[src/rtl/evt_qual_pkg.sv]
package evt_qual_pkg;

  localparam int CFG_W = 32;

  // Configuration word layout; fields are decoded by the counter logic.
  typedef struct packed {
    logic [7:0] thr;
    logic [4:0] rsvd;
    logic       en;
    logic       inv;
    logic       edge_en;
    logic [7:0] umask;
    logic [7:0] sel;
  } evq_cfg_t;

  // Bits that are kept on a configuration write; reserved bits read zero.
  localparam logic [CFG_W-1:0] CFG_KEEP = 32'hFF07_FFFF;

endpackage

[src/rtl/evt_select.sv]
module evt_select #(
  parameter int NUM_GROUPS = 4,
  parameter int SUB_W      = 8,
  localparam int LINES_W   = NUM_GROUPS * SUB_W,
  localparam int POP_W     = $clog2(SUB_W + 1)
) (
  input  logic               clk,
  input  logic               rst_n,
  input  logic [LINES_W-1:0] evt_lines,
  input  logic [7:0]         sel,
  input  logic [7:0]         umask,
  output logic [POP_W-1:0]   pop
);

  logic [NUM_GROUPS-1:0] grp_hit;
  logic [SUB_W-1:0]      grp_lines;
  logic [SUB_W-1:0]      masked;

  // One code comparator per source group.
  for (genvar g = 0; g < NUM_GROUPS; g++) begin : g_decode
    assign grp_hit[g] = (sel == 8'(g));
  end

  always_comb begin
    grp_lines = '0;
    for (int g = 0; g < NUM_GROUPS; g++) begin
      if (grp_hit[g]) grp_lines = evt_lines[g*SUB_W +: SUB_W];
    end
  end

  assign masked = grp_lines & umask[SUB_W-1:0];

  always_comb begin
    pop = '0;
    for (int i = 0; i < SUB_W; i++) begin
      pop = pop + POP_W'(masked[i]);
    end
  end

  // an empty mask or an unknown code yields no events
  assert_empty_mask_R3: assert property (@(posedge clk) disable iff (!rst_n)
    (umask[SUB_W-1:0] == '0) |-> (pop == '0));
  assert_unknown_code_R3: assert property (@(posedge clk) disable iff (!rst_n)
    (32'(sel) >= NUM_GROUPS) |-> (pop == '0));

endmodule

[src/rtl/evt_qualify.sv]
module evt_qualify #(
  parameter int POP_W = 4
) (
  input  logic             clk,
  input  logic             rst_n,
  input  logic [POP_W-1:0] pop,
  input  logic [7:0]       thr,
  input  logic             inv,
  input  logic             edge_en,
  input  logic             en,
  input  logic             clr,
  output logic [POP_W-1:0] inc
);

  logic [7:0] pop8;
  logic       reach;
  logic       hit;
  logic       prev_q;
  logic       prev_d;

  assign pop8  = 8'(pop);
  assign reach = (pop8 >= thr);
  assign hit   = (thr != 8'd0) && (inv ? !reach : reach);

  always_comb begin
    if (!en) begin
      inc = '0;
    end else if (thr == 8'd0) begin
      inc = pop;
    end else if (edge_en) begin
      inc = POP_W'(hit && !prev_q);
    end else begin
      inc = POP_W'(hit);
    end
  end

  // History of the qualified condition; forced false on reprogram or disable.
  always_comb begin
    prev_d = (en && !clr) ? hit : 1'b0;
  end

  always_ff @(posedge clk or negedge rst_n) begin
    if (!rst_n) prev_q <= 1'b0;
    else        prev_q <= prev_d;
  end

  // a thresholded cycle adds at most one
  assert_unit_step_R5: assert property (@(posedge clk) disable iff (!rst_n)
    (thr != 8'd0) |-> (inc <= POP_W'(1)));
  // in edge mode two back-to-back increments cannot happen
  assert_single_edge_R7: assert property (@(posedge clk) disable iff (!rst_n)
    (en && edge_en && (thr != 8'd0) && !clr && (inc != '0)) |=> (inc == '0));
  // nothing is produced while disabled
  assert_idle_R10: assert property (@(posedge clk) disable iff (!rst_n)
    !en |-> (inc == '0));

endmodule

[src/rtl/evt_accum.sv]
module evt_accum #(
  parameter int CNT_W = 48,
  parameter int POP_W = 4
) (
  input  logic             clk,
  input  logic             rst_n,
  input  logic             wr,
  input  logic [CNT_W-1:0] wdata,
  input  logic             en,
  input  logic [POP_W-1:0] inc,
  output logic [CNT_W-1:0] cnt
);

  logic [CNT_W-1:0] cnt_d;
  logic             cnt_ce;

  assign cnt_ce = wr || en;

  always_comb begin
    if (wr) cnt_d = wdata;
    else    cnt_d = cnt + CNT_W'(inc);
  end

  always_ff @(posedge clk or negedge rst_n) begin
    if (!rst_n)      cnt <= '0;
    else if (cnt_ce) cnt <= cnt_d;
  end

  // preload wins over any increment
  assert_preload_R9: assert property (@(posedge clk) disable iff (!rst_n)
    wr |=> (cnt == $past(wdata)));
  // held while not counting
  assert_hold_R10: assert property (@(posedge clk) disable iff (!rst_n)
    (!wr && !en) |=> $stable(cnt));
  // modular accumulation
  assert_wrap_add_R11: assert property (@(posedge clk) disable iff (!rst_n)
    (!wr && en) |=> (cnt == $past(cnt) + CNT_W'($past(inc))));

endmodule

[src/rtl/evt_qual_counter.sv]
module evt_qual_counter
  import evt_qual_pkg::*;
#(
  parameter int NUM_GROUPS = 4,
  parameter int SUB_W      = 8,
  parameter int CNT_W      = 48,
  localparam int LINES_W   = NUM_GROUPS * SUB_W,
  localparam int POP_W     = $clog2(SUB_W + 1)
) (
  input  logic               clk,
  input  logic               rst_n,
  input  logic [LINES_W-1:0] evt_lines,
  input  logic               cfg_wr,
  input  logic [CFG_W-1:0]   cfg_wdata,
  output logic [CFG_W-1:0]   cfg_rdata,
  input  logic               cnt_wr,
  input  logic [CNT_W-1:0]   cnt_wdata,
  output logic [CNT_W-1:0]   cnt_rdata
);

  logic       rst_meta;
  logic       rst_sync_n;
  evq_cfg_t   cfg_q;
  evq_cfg_t   cfg_d;
  logic [POP_W-1:0] pop;
  logic [POP_W-1:0] inc;
  logic             acc_en;

  // Asynchronous assertion, synchronous release.
  always_ff @(posedge clk or negedge rst_n) begin
    if (!rst_n) begin
      rst_meta   <= 1'b0;
      rst_sync_n <= 1'b0;
    end else begin
      rst_meta   <= 1'b1;
      rst_sync_n <= rst_meta;
    end
  end

  always_comb begin
    cfg_d = evq_cfg_t'(cfg_wdata & CFG_KEEP);
  end

  always_ff @(posedge clk or negedge rst_sync_n) begin
    if (!rst_sync_n)  cfg_q <= '0;
    else if (cfg_wr)  cfg_q <= cfg_d;
  end

  assign cfg_rdata = cfg_q;

  evt_select #(
    .NUM_GROUPS (NUM_GROUPS),
    .SUB_W      (SUB_W)
  ) u_select (
    .clk       (clk),
    .rst_n     (rst_sync_n),
    .evt_lines (evt_lines),
    .sel       (cfg_q.sel),
    .umask     (cfg_q.umask),
    .pop       (pop)
  );

  evt_qualify #(
    .POP_W (POP_W)
  ) u_qualify (
    .clk     (clk),
    .rst_n   (rst_sync_n),
    .pop     (pop),
    .thr     (cfg_q.thr),
    .inv     (cfg_q.inv),
    .edge_en (cfg_q.edge_en),
    .en      (cfg_q.en),
    .clr     (cfg_wr),
    .inc     (inc)
  );

  // A configuration-write cycle is blanked from counting.
  assign acc_en = cfg_q.en && !cfg_wr;

  evt_accum #(
    .CNT_W (CNT_W),
    .POP_W (POP_W)
  ) u_accum (
    .clk   (clk),
    .rst_n (rst_sync_n),
    .wr    (cnt_wr),
    .wdata (cnt_wdata),
    .en    (acc_en),
    .inc   (inc),
    .cnt   (cnt_rdata)
  );

  // stored word matches the written word with reserved bits cleared
  assert_cfg_read_R1: assert property (@(posedge clk) disable iff (!rst_sync_n)
    cfg_wr |=> (cfg_rdata == ($past(cfg_wdata) & CFG_KEEP)));
  // no count in a configuration-write cycle
  assert_cfg_blank_R12: assert property (@(posedge clk) disable iff (!rst_sync_n)
    (cfg_wr && !cnt_wr) |=> (cnt_rdata == $past(cnt_rdata)));

endmodule

[config.mk]
export PLATFORM = sky130hd
export DESIGN_NAME = evt_qual_counter
export DESIGN_NICKNAME = d
export VERILOG_FILES = /design/src/rtl/evt_qual_pkg.sv /design/src/rtl/evt_select.sv /design/src/rtl/evt_qualify.sv /design/src/rtl/evt_accum.sv /design/src/rtl/evt_qual_counter.sv
export SDC_FILE = /design/constraint.sdc
export NUM_CORES = 1
export LEC_CHECK = 0
export BUFFER_PORTS_ARGS = -buffer_cell sky130_fd_sc_hd__buf_4
export CORE_UTILIZATION = 45
export CTS_CLUSTER_SIZE = 10
export DETAILED_ROUTE_END_ITERATION = 10
export PLACE_DENSITY = 0.81
export SYNTH_ARGS = -nofsm -noshare
export SYNTH_HDL_FRONTEND = slang
export SYNTH_HIERARCHICAL = 1
export SYNTH_SLANG_ARGS = --single-unit
export TNS_END_PERCENT = 5
[constraint.sdc]
create_clock -name clk -period 3 [get_ports clk]
set_clock_uncertainty 0.1 [all_clocks]
set_input_delay 0.45 -clock clk [delete_from_list [all_inputs] [get_ports clk]]
set_output_delay 0.45 -clock clk [all_outputs]
set_load 0.01 [all_outputs]
==> results.json <==
{
  "outcome": "finished with violations",
  "violations": "negative setup slack",
  "antenna_cell_count": 0,
  "crit_top_cell": "fa_1",
  "drc_errors": 0,
  "crit_required_ns": 3.18,
  "critical-path-slowest-cell": "or4_4",
  "die-area_um2": 11270,
  "core.rowCount": 37,
  "worst_setup_path_end_kind": "register",
  "cts_root_buffer": "clkbuf_8",
  "tritoncts": "built",
  "n_fill_cell": 792,
  "port_buffers": 185,
  "drtAntennaViolNets": 0,
  "clockBufferDepth": 2,
  "largest_stage_delay_worst_path_ns": 0.57,
  "grt_start_max_net_pins": 77,
  "numCtsBuffers": 9,
  "synthesis.area_per_instance_um2": 10.15,
  "cap_viol_max_count": 0,
  "grt_pass1_wl_um": 23850,
  "finish.net_count": 857,
  "worst_skew_pair.late_latency_ns": 0.36,
  "fin_crit_ns": 6.171,
  "crit_path_max_fanout": 5,
  "path_cells": "mux4_2 -> nand4_1 -> fa_1 -> fa_1 -> inv_1 -> fa_1 -> ha_2 -> inv_2 -> fa_2 -> xnor2_2 -> ha_1 -> a31oi_2 -> nor2b_2 -> nor3_2 -> or4_4 -> nand3_2 -> ha_4 -> a21o_1 -> a31oi_4 -> or4_4 -> or3_1 -> a31oi_1",
  "dp.final_hpwl_um": 10990,
  "postLayoutCellArea_um2": 7173,
  "timing.setup.tns_ns": -142.16,
  "internal-power_mw": 1.966,
  "floorplan.initialDensity_pct": 46.88,
  "power.share.clock_pct": 27.9,
  "grt_antenna_before_repair": 0,
  "powerDensity_nw_per_um2": 392.9,
  "leakagePower_nw": 3.334,
  "synth-seq-area-share_pct": 39.97,
  "switching_share_pct": 30.23,
  "async_flop_share_pct": 100.0,
  "worstMarginPinSlew_ns": 0.9981,
  "hold_crit_class": "primary input to register",
  "fmaxAchievable_mhz": 162.0,
  "category_of_the_critical_setup_timing_path": "register to register",
  "power_switching_uw": 851.9,
  "placement.cell_area_um2": 6793,
  "post_synth_instance_area_um2": 4883,
  "design.portCount": 196,
  "timing_max_transition_violations_final": 0,
  "die_h_um": 106.2,
  "layout.core_utilization_pct": 68.86,
  "total_power_mw": 2.818,
  "pwr-share-seq_pct": 46.1,
  "finalSetupViolCount": 49,
  "rsz0062_at_grt": "yes",
  "yosysUniqueCellTypes": 56,
  "clkSinkCount": 78,
  "global_route.usage.total_pct": 27.11,
  "synth_enable_flop_cells": 0,
  "p_comb_share_pct": 26.0,
  "vias_in_the_first_global_route": 4898,
  "critical_path_startpoint_category": "register",
  "drt_iter0_drc": 250,
  "dr.pass1.iters": 5,
  "synth_top_flop_cell": "dfrtp_1",
  "globalRoute.totalOverflow": 0,
  "fraction_of_layout_cells_with_a_size_suffix_above_1_pct": 47.26,
  "post_drt_wl_per_cell_um": 17.00,
  "timing_hold_violations_final": 0,
  "critical_path_arrival_ns": 6.35,
  "h-tree-depth": 3,
  "wl_um": 14730,
  "finalWeightedCongestion": 0.8505,
  "routed_via_density": 5.581,
  "post-route-period-util_pct": 205.7,
  "clkTransAtPathRegs_ns": 0.09,
  "die_width_um": 106.2,
  "synth_seq_cells": 78,
  "syn_to_final_growth_pct": 46.89,
  "vdd_drop_max_mv": 0.2655,
  "netlist_instances": 481,
  "maxSlewHeadroom_pct": 33.46,
  "yosys_warn_count": 6,
  "core_area_um2": 10420,
  "finalWorstSetupSlack_ns": -3.171,
  "routed_vias": 4833
}
-- cell families (layout without fill, tap and decap cells) --
group	after synthesis	after routing	share of synthesized area (%)
XOR/XNOR	31	31	5.560
buffers and inverters	45	290	4.919
AO/OA/AOI/OAI	80	80	9.967
adder cells (fa/ha/maj)	16	16	4.868
AND/OR/NAND/NOR	189	189	21.73
multiplexers	40	40	12.84
other	2	6	0.1538
flip-flops	78	78	39.97
-- path summary, 6_finish.rpt --
path                       cells after the start  slack [ns]          from              end
setup / recovery                              22       -3.17  cfg_rdata[0]  u_accum/cnt[39]
hold / removal                                 3        0.19  cnt_wdata[8]   u_accum/cnt[8]
setup reg to reg                              22       -3.17  cfg_rdata[0]  u_accum/cnt[39]
hold reg to reg                                0        0.26      rst_meta       rst_sync_n
max in group asynchronous                      0        1.71    rst_sync_n     cfg_rdata[0]
min in group asynchronous                      2        0.29         rst_n       rst_sync_n
-- stage by stage --
step | worst slack [ns] | instances | hold slack (ns)
final | -3.171 | 866 | 0.1948
after global routing | -3.404 | 866 | 0.1833
after CTS | -3.148 | 864 | 0.1796
after detailed placement | -3.388 | 845 | 0.1339
after global placement | -3.162 | 845 | 0.1324
after floorplan | -3.142 | 485 | 0.05441
-- synth_stat cells (2+ instances only) --
cell type,number,share of area [%]
nand3_1,22,2.3
xor2_1,17,3.0
a31oi_1,12,1.5
a211oi_1,2,0.31
and4_1,9,1.6
o31a_1,2,0.36
mux2i_1,3,0.61
xnor2_1,14,2.5
a211o_1,3,0.54
ha_1,11,2.8
buf_12,2,0.82
mux4_2,3,1.4
o211a_1,2,0.41
nor2b_1,4,0.51
or4_1,8,1.2
nor2_1,19,1.5
o21ai_0,37,3.8
or3_1,7,0.90
nor4_2,2,0.51
mux2_2,10,2.3
nor4_1,13,1.7
o211ai_1,3,0.46
mux2_4,19,5.8
a21o_1,3,0.46
fa_1,5,2.0
buf_4,6,0.92
and2_1,4,0.51
conb_1,2,0.15
nand2_1,56,4.3
and3_1,7,0.90
nand4_1,23,2.9
dfrtp_1,78,40
o31ai_1,3,0.46
clkbuf_1,14,1.1
a21oi_1,8,0.82
mux4_1,5,2.7
nor3_1,5,0.51
inv_1,19,1.5
buf_6,2,0.46
-- state kept, by name, indices dropped and copies added, names as in the netlist --
| register | cells |
|---|---|
| rst_meta | 1 |
| cfg_rdata | 27 |
| u_qualify/prev_q | 1 |
| u_accum/cnt | 48 |
| rst_sync_n | 1 |
-- what timing repair did --
action / CTS / global route
setup buffers: 2 / 2
endpoints found under the setup margin: 49 / 49
endpoints found under the hold margin: 2 / 0
hold buffers: 1 / 0
resized for setup: 28 / 11
pin swaps: 18 / 2
-- final cells by class --
type	count	area (um2)	share of cell area, %
clock buffer	10	127.6	1.779
clock inverter	6	62.56	0.8721
inverter	20	75.07	1.047
multi-input combinational	362	2872	40.03
sequential	78	1957	27.28
tap	136	170.2	2.372
timing repair buffer	254	1909	26.62
-- metal layers --
layer | part of all wire [%] | track usage (%) | vias to the layer above
met5 | 0 | 0 | -
met4 | 3.2 | 13.89 | 0
met3 | 8.0 | 6.683 | 49
met2 | 49 | 44.99 | 222
met1 | 39 | 32.60 | 2308
li1 | - | - | 2254
-- cell usage in the layout (no fill, tap or decap), types with 7 or more instances in the layout --
cell      instances
a31oi_1          10
xor2_1           17
nand4_1          23
buf_4           253
nor4_1            8
mux2_2           10
ha_1              8
nand2_1          54
xnor2_1          13
inv_1            17
nor2_1           18
clkbuf_8          9
mux2_4           19
o21ai_1           9
a21oi_1           8
and4_1            9
nand3_1          20
or3_1             7
o21ai_0          29
dfrtp_1          76
and3_1            7
-- worst max-delay path: cells and delay by family, from the launching register on --
kind                       cells  cell delay [ns]
AOI/OAI and AO/OA              4             0.58
xor gates and xnor gates       1             0.17
adders and majority gates      7             2.43
buffers and inverters          2             0.09
DFF                            1             0.43
muxes                          1             0.51
and+or+nand+nor                7             1.79
-- power by group through the flow --
stage / combinational (mW) / sequential, mW / clock (mW)
2_1_floorplan: 0.284 / 1.33 / 0
3_3_place_gp: 0.690 / 1.31 / 0
3_5_place_dp: 0.710 / 1.32 / 0
4_1_cts: 0.727 / 1.30 / 0.802
5_1_grt: 0.790 / 1.32 / 0.856
6_report: 0.734 / 1.30 / 0.785
Note: power is estimated with default switching activity, not from simulation.
